**src/rtl/asym_clk_prescaler_pkg.sv**
```systemverilog
// Package: shared sizing helpers for the asymmetric duty prescaler.
// Assumes: field widths are small positive integers.
package asym_clk_prescaler_pkg;

    // Width of the phase counter: wide enough for the larger field.
    function automatic int cnt_width(input int hi_w, input int lo_w);
        return (hi_w > lo_w) ? hi_w : lo_w;
    endfunction

endpackage

```
**src/rtl/asym_clk_prescaler_cnt.sv**
```systemverilog
// Module: phase counter for the prescaler.
// Counts system cycles in the current phase and flags the last cycle of
// the phase. The limit for the next phase is latched from the matching
// field at the phase boundary only, so a running phase is never cut short.
// Assumes: cur_high is the derived clock level of the phase being counted.
module asym_clk_prescaler_cnt #(
    parameter int HI_W  = 5,
    parameter int LO_W  = 3,
    parameter int CNT_W = 5
) (
    input  logic            clk,
    input  logic            rst_n,
    input  logic            en,
    input  logic [HI_W-1:0] hi_cnt,
    input  logic [LO_W-1:0] lo_cnt,
    input  logic            cur_high,
    output logic            phase_end
);

    logic [CNT_W-1:0] cnt_q;
    logic [CNT_W-1:0] lim_q;
    logic [CNT_W-1:0] hi_ext;
    logic [CNT_W-1:0] lo_ext;

    // Zero-extend both fields to the counter width.
    always_comb begin
        hi_ext = CNT_W'(hi_cnt);
        lo_ext = CNT_W'(lo_cnt);
    end

    // Last cycle of the current phase.
    assign phase_end = (cnt_q == lim_q);

    // Phase counter and per-phase limit; a park state always restarts low.
    always_ff @(posedge clk) begin
        if (!rst_n || !en) begin
            cnt_q <= '0;
            lim_q <= lo_ext;
        end else if (phase_end) begin
            cnt_q <= '0;
            lim_q <= cur_high ? lo_ext : hi_ext;
        end else begin
            cnt_q <= cnt_q + CNT_W'(1);
        end
    end

endmodule

```
**src/rtl/asym_clk_prescaler_out.sv**
```systemverilog
// Module: output stage for the prescaler.
// Holds the derived clock level, toggling it when the counter signals the
// end of a phase, and registers a one-cycle strobe aligned with each rise.
// Assumes: phase_end is valid every enabled cycle.
module asym_clk_prescaler_out (
    input  logic clk,
    input  logic rst_n,
    input  logic en,
    input  logic phase_end,
    output logic clk_div,
    output logic rise_stb
);

    // Derived clock level and rise strobe; both parked low when idle.
    always_ff @(posedge clk) begin
        if (!rst_n || !en) begin
            clk_div  <= 1'b0;
            rise_stb <= 1'b0;
        end else begin
            clk_div  <= clk_div ^ phase_end;
            rise_stb <= phase_end & ~clk_div;
        end
    end

endmodule

```
**src/rtl/asym_clk_prescaler.sv**
```systemverilog
// Module: asymmetric duty clock prescaler (top).
// Derives a clock whose high and low phases last hi_cnt+1 and lo_cnt+1
// system cycles, plus a strobe on each rising edge of that clock.
// Assumes: a single clock domain; rst_n is synchronous and active low.
module asym_clk_prescaler #(
    parameter int HI_W = 5,
    parameter int LO_W = 3
) (
    input  logic            clk,
    input  logic            rst_n,
    input  logic            en,
    input  logic [HI_W-1:0] hi_cnt,
    input  logic [LO_W-1:0] lo_cnt,
    output logic            clk_div,
    output logic            rise_stb
);

    localparam int CNT_W = asym_clk_prescaler_pkg::cnt_width(HI_W, LO_W);

    logic phase_end;

    asym_clk_prescaler_cnt #(
        .HI_W  (HI_W),
        .LO_W  (LO_W),
        .CNT_W (CNT_W)
    ) cnt_i (
        .clk       (clk),
        .rst_n     (rst_n),
        .en        (en),
        .hi_cnt    (hi_cnt),
        .lo_cnt    (lo_cnt),
        .cur_high  (clk_div),
        .phase_end (phase_end)
    );

    asym_clk_prescaler_out out_i (
        .clk       (clk),
        .rst_n     (rst_n),
        .en        (en),
        .phase_end (phase_end),
        .clk_div   (clk_div),
        .rise_stb  (rise_stb)
    );

endmodule

```
**config.mk**
```make
export PLATFORM = sky130hd
export DESIGN_NAME = asym_clk_prescaler
export DESIGN_NICKNAME = d
export VERILOG_FILES = /design/src/rtl/asym_clk_prescaler_pkg.sv /design/src/rtl/asym_clk_prescaler_cnt.sv /design/src/rtl/asym_clk_prescaler_out.sv /design/src/rtl/asym_clk_prescaler.sv
export SDC_FILE = /design/constraint.sdc
export NUM_CORES = 1
export LEC_CHECK = 0
export ABC_AREA = 1
export CAP_MARGIN = 20
export CORE_AREA = 2 2 39 41
export DETAILED_ROUTE_END_ITERATION = 12
export DIE_AREA = 0 0 41 43
export GPL_TIMING_DRIVEN = 0
export MAX_ROUTING_LAYER = met4
export PLACE_DENSITY = 0.71
export SYNTH_ARGS = -nofsm -noshare
export SYNTH_HDL_FRONTEND = slang
export SYNTH_HIERARCHICAL = 1
export SYNTH_SLANG_ARGS = --single-unit
```
**constraint.sdc**
```tcl
create_clock -name clk -period 3.45 [get_ports clk]
set_input_delay 0.69 -clock clk [delete_from_list [all_inputs] [get_ports clk]]
set_output_delay 0.69 -clock clk [all_outputs]
set_load 0.01 [all_outputs]
```
# Yosys cells after proc, flatten, opt, wreduce, memory -nomap -nowiden
# Index checks and enable logic that the tools add are counted.
# totals
regBits	12
input_bits	11
out_inout_bits	2
# op_classes
n_addsub	1
eq_ne	1
muxes	3
n_bitwise	3
reduce_logical	5
# ops
op	n
$mux 3	2
$add 5x1->5 const B	1
$eq 5x5->1	1
$mux 5	1
$logic_not 1->1	2
$reduce_bool 2->1	1
$reduce_or 2->1	1
$and 1x1->1	1
$logic_or 1x1->1	1
$not 1->1	1
$xor 1x1->1	1

# Longest topological paths before layout
# Gate-level depths: netlist (run 1).
# logic_depth
depth_word	3
mapped_depth	9
ltp_nobuf	9

# By module
# The synthesis (run 1) kept the hierarchy.
# modules_own_cells
mod	n_inst	cells_each	area_per_inst_um2	seq_area_each_um2
asym_clk_prescaler_cnt	1	67	511.7	230.2
asym_clk_prescaler_out	1	8	71.3	40.0

# Least setup slack after synthesis (run 1)
# Ideal clock, no wire load.
# synth_path
kind	input to register
from	input rst_n
to	register cnt_i.lim_q[0] (data pin)
setup_time_ns	0.260
arrival_ns	1.290
path_slack_ns	1.900
cell_stages	3
cell_sequence	nand2_1 -> or2_2 -> mux2_2
# synth_between
elab_chain_cells	3
# synth_lines
item	line_no	text
from (decl)	asym_clk_prescaler.sv:10	input logic rst_n,
$logic_not 1->1	asym_clk_prescaler_cnt.sv:36	if (!rst_n || !en) begin
$logic_or 1x1->1	asym_clk_prescaler_cnt.sv:36	
$mux 3	asym_clk_prescaler_cnt.sv:36	
to (signal assigned)	asym_clk_prescaler_cnt.sv:38	lim_q <= lo_ext;
to (signal assigned)	asym_clk_prescaler_cnt.sv:41	lim_q <= cur_high ? lo_ext : hi_ext;
to (decl)	asym_clk_prescaler_cnt.sv:21	logic [CNT_W-1:0] lim_q;
# Every way passes these cells.
# A chain may end at the register's enable or synchronous reset.

# Worst setup path in the final report (run 1)
# layout_path
from	register out_i.clk_div
to	output clk_div
# layout_rtl
item	line_no	text
from (decl)	asym_clk_prescaler_out.sv:10	output logic clk_div,
from (signal assigned)	asym_clk_prescaler_out.sv:20	clk_div <= clk_div ^ phase_end;
to (decl)	asym_clk_prescaler.sv:14	output logic clk_div,
# No word-level cell between the ends.

==> results of run 1 <==
-- power by group --
part | total, mW | switching [mW] | internal [mW]
sequential | 0.156 | 0.00469 | 0.152
clock | 0.0864 | 0.0418 | 0.0446
combinational | 0.0417 | 0.0186 | 0.0231
total | 0.284 | 0.0650 | 0.219
-- registers in the layout (all words and copies together) (netlist names) --
register	flops
cnt_i/lim_q	5
out_i/rise_stb	1
cnt_i/cnt_q	5
out_i/clk_div	1
-- path summary, 6_finish.rpt --
path	startpoint	endpoint	slack (ps)	cells past startpoint
worst max-delay path	out_i/clk_div	clk_div	1560	1
worst min-delay path	cnt_i/cnt_q[0]	cnt_i/cnt_q[0]	480	1
worst max register to register	cnt_i/cnt_q[0]	cnt_i/lim_q[2]	2130	6
worst min register to register	cnt_i/cnt_q[0]	cnt_i/cnt_q[0]	480	1
-- per-layer routing --
metal	up-vias	part of all wire [%]
li1	260	-
met1	201	43
met2	8	53
met3	2	2.5
met4	0	1.4
met5	-	0
-- layout make-up --
| type | count | area (sq um) | area share, % |
|---|---|---|---|
| inverters | 16 | 60.1 | 8.01 |
| flip-flops and latches | 12 | 270 | 36.1 |
| clock buffers | 4 | 26.3 | 3.51 |
| multi-input cells | 47 | 253 | 33.7 |
| well taps | 16 | 20.0 | 2.67 |
| repair buffers | 12 | 120 | 16.0 |
-- Yosys cell counts --
| cell type | instances | share of area, % |
|---|---|---|
| dfxtp_1 | 9 | 31 |
| edfxtp_1 | 3 | 15 |
| ha_1 | 2 | 4.3 |
| inv_1 | 15 | 9.7 |
| inv_2 | 1 | 0.64 |
| mux2_2 | 3 | 5.8 |
| nand2_1 | 18 | 12 |
| nand2_2 | 1 | 1.1 |
| nand3_1 | 2 | 1.7 |
| nand3_2 | 1 | 1.7 |
| nor2_1 | 14 | 9.0 |
| nor2_2 | 1 | 1.1 |
| or2_2 | 1 | 1.1 |
| xnor2_1 | 2 | 3.0 |
| xor2_1 | 2 | 3.0 |
-- cell families (layout without fill, tap and decap cells) --
group | Yosys count | after routing | share of synthesized area [%]
buffers and inverters | 16 | 32 | 10.3
adders and majority gates | 2 | 2 | 4.29
xor gates and xnor gates | 4 | 4 | 6.01
and+or+nand+nor | 38 | 38 | 27.3
muxes | 3 | 3 | 5.79
DFF | 12 | 12 | 46.4
==> summary.log, run 1 <==
[place] Inst Count DP 103
[timing] tightest hold margin 481 ps
[setup_path] highest net fanout along the worst path 5
[clock_tree] maximum clock path buffer count 2
[clock_tree] total clock buffers created by CTS 3
[layout] utilization of the core after routing 54.2%
[power_and_ir_drop] Pwr Total 0.284 mW
[power_and_ir_drop] Leak Pwr 0.345 nW
[setup_path] required time of the critical path 2760 ps
[timing] final total negative setup slack 0 ps
[timing] share of the cycle needed by the critical path after routing 54.7%
[routing] DRT Pass-1 Iters 1
[power_and_ir_drop] maximum resistive drop on vdd 0.000233 V
[setup_path] Buffers & Inverters on Critical Path 1
[clock_tree] clock insertion delay at the later pin of the skew report 260 ps
[timing] Slew Limit Fails 0
[global_route] met3 Resource Use GR 3.14%
[timing] normalized max-slew margin 87.1%
[yosys] Synth Register Bits 12
[job] count of max-cap constraint violations 0
[yosys] average cell area after synthesis 7.77 sq um
[place] pre-CTS setup slack 1360 ps
[yosys] proportion of synthesized chip area in sequential cells 46.4%
[setup_path] worst stage delay on the critical path 560 ps
[die] DIE AREA 1760 sq um
[die] number of rows created at floorplan 14
[timing] Worst Max-Slew Pin Slew 193 ps
[layout] Net count, final 105
[routing] Routed WL 842 um
[timing] setup repair after global routing missed its margin no
[clock_tree] number of buffers added for setup after CTS 0
[layout] most frequent standard cell in the layout excluding fill and tap cells nand2_1
[clock_tree] clock root buffer clkbuf_4
[timing] final critical-path required period 1890 ps
[layout] count of non-filler cells in the finished layout 107
[yosys] synthesized instance count 75
[setup_path] kind of cell adding the most delay to the critical path buffers and inverters
[routing] detailed-route vias per instance 4.40
[global_route] total grt overflow 0
[timing] worst setup margin 1560 ps
[routing] detailed-route via count 471
[place] global placer's final weighted congestion 0.699
[clock_tree] H-tree depth 1
[global_route] maximum number of pins on one net before global-route repair 9
[setup_path] cells along the critical path clkdlybuf4s50_1
[min_path] Hold WC Path Type reg -> reg
[global_route] most used routing layer met2
[clock_tree] CTS Hold Bufs 0
[place] Port Buf Inserts 12
[clock_tree] Reg clk slew, reported paths 70 ps
[global_route] wire length of the first global-routing pass 1.56 mm
[setup_path] startpoint class of the critical path register
[global_route] aggregate global-route resource usage 13.6%
[die] width of the chip 41 um
[layout] number of filler cells placed in the layout 132
[place] post-detail-place hpwl 713 um
[timing] Max Clock Freq 0.530 GHz
[layout] layout cell share with drive strength beyond 1 12.1%
[clock_tree] PostCTS Resize Cnt 0
[global_route] antenna violations before repair 0
[timing] Hold Vio Cnt, Final 0
[yosys] synthesized area 583 sq um
[status] run status complete, no violations
[setup_path] slowest cell on the critical path clkdlybuf4s50_1
[routing] # DRC 0
[global_route] met1 Use GR 16.2%
[setup_path] sort of element at the end of the critical path output pin
[yosys] Syn Nets 88
[global_route] vias in the first global route 420
[layout] most frequent cells in the layout nand2_1, inv_1, nor2_1
[clock_tree] Sinks on Clock Net 12
[layout] post-layout instance area 749 sq um
[routing] Detail Route Antenna Nets 0
[layout] ant diodes 0
[timing] clock skew 6.84 ps
[routing] Iteration-0 DRC Markers 0
[timing] count of final setup violators 0
[layout] area growth from synthesis to layout 28.5%
[routing] average detailed-routed wire length per instance 7.87 um
[die] # IOs 13
[clock_tree] CTS tree done
[yosys] count of unique library cells instantiated by Yosys 15
[power_and_ir_drop] cell area power density 380 nW/um^2
[die] Core Area 1380 sq um
[place] Area after DPL 723 sq um
[setup_path] crit path DAT 1200 ps
[setup_path] critical path class reg -> out
[global_route] GR Layer Usage met2 20.0%
[die] Initial Util 42.1%
[yosys] total number of yosys warnings 6
[die] vertical die dimension 43 um
Power figures use the tool's default switching activity.
==> run 2: changes to the inputs <==
==> constraint.sdc (replaced) <==
create_clock -name clk -period 1.75 [get_ports clk]
set_input_delay 0.35 -clock clk [delete_from_list [all_inputs] [get_ports clk]]
set_output_delay 0.35 -clock clk [all_outputs]
set_load 0.01 [all_outputs]
==> results of run 2 <==
The final DEF is identical to that of run 1. Status: complete, no violations.
Among the figures that moved: setup slack after placement 1360 ps -> 2.76 ps; setup slack after layout 1560 ps -> 201 ps; register-to-register setup slack 2130 ps -> 430 ps; total power 0.284 mW -> 0.561 mW; worst IR drop on VDD 0.000233 V -> 0.000460 V
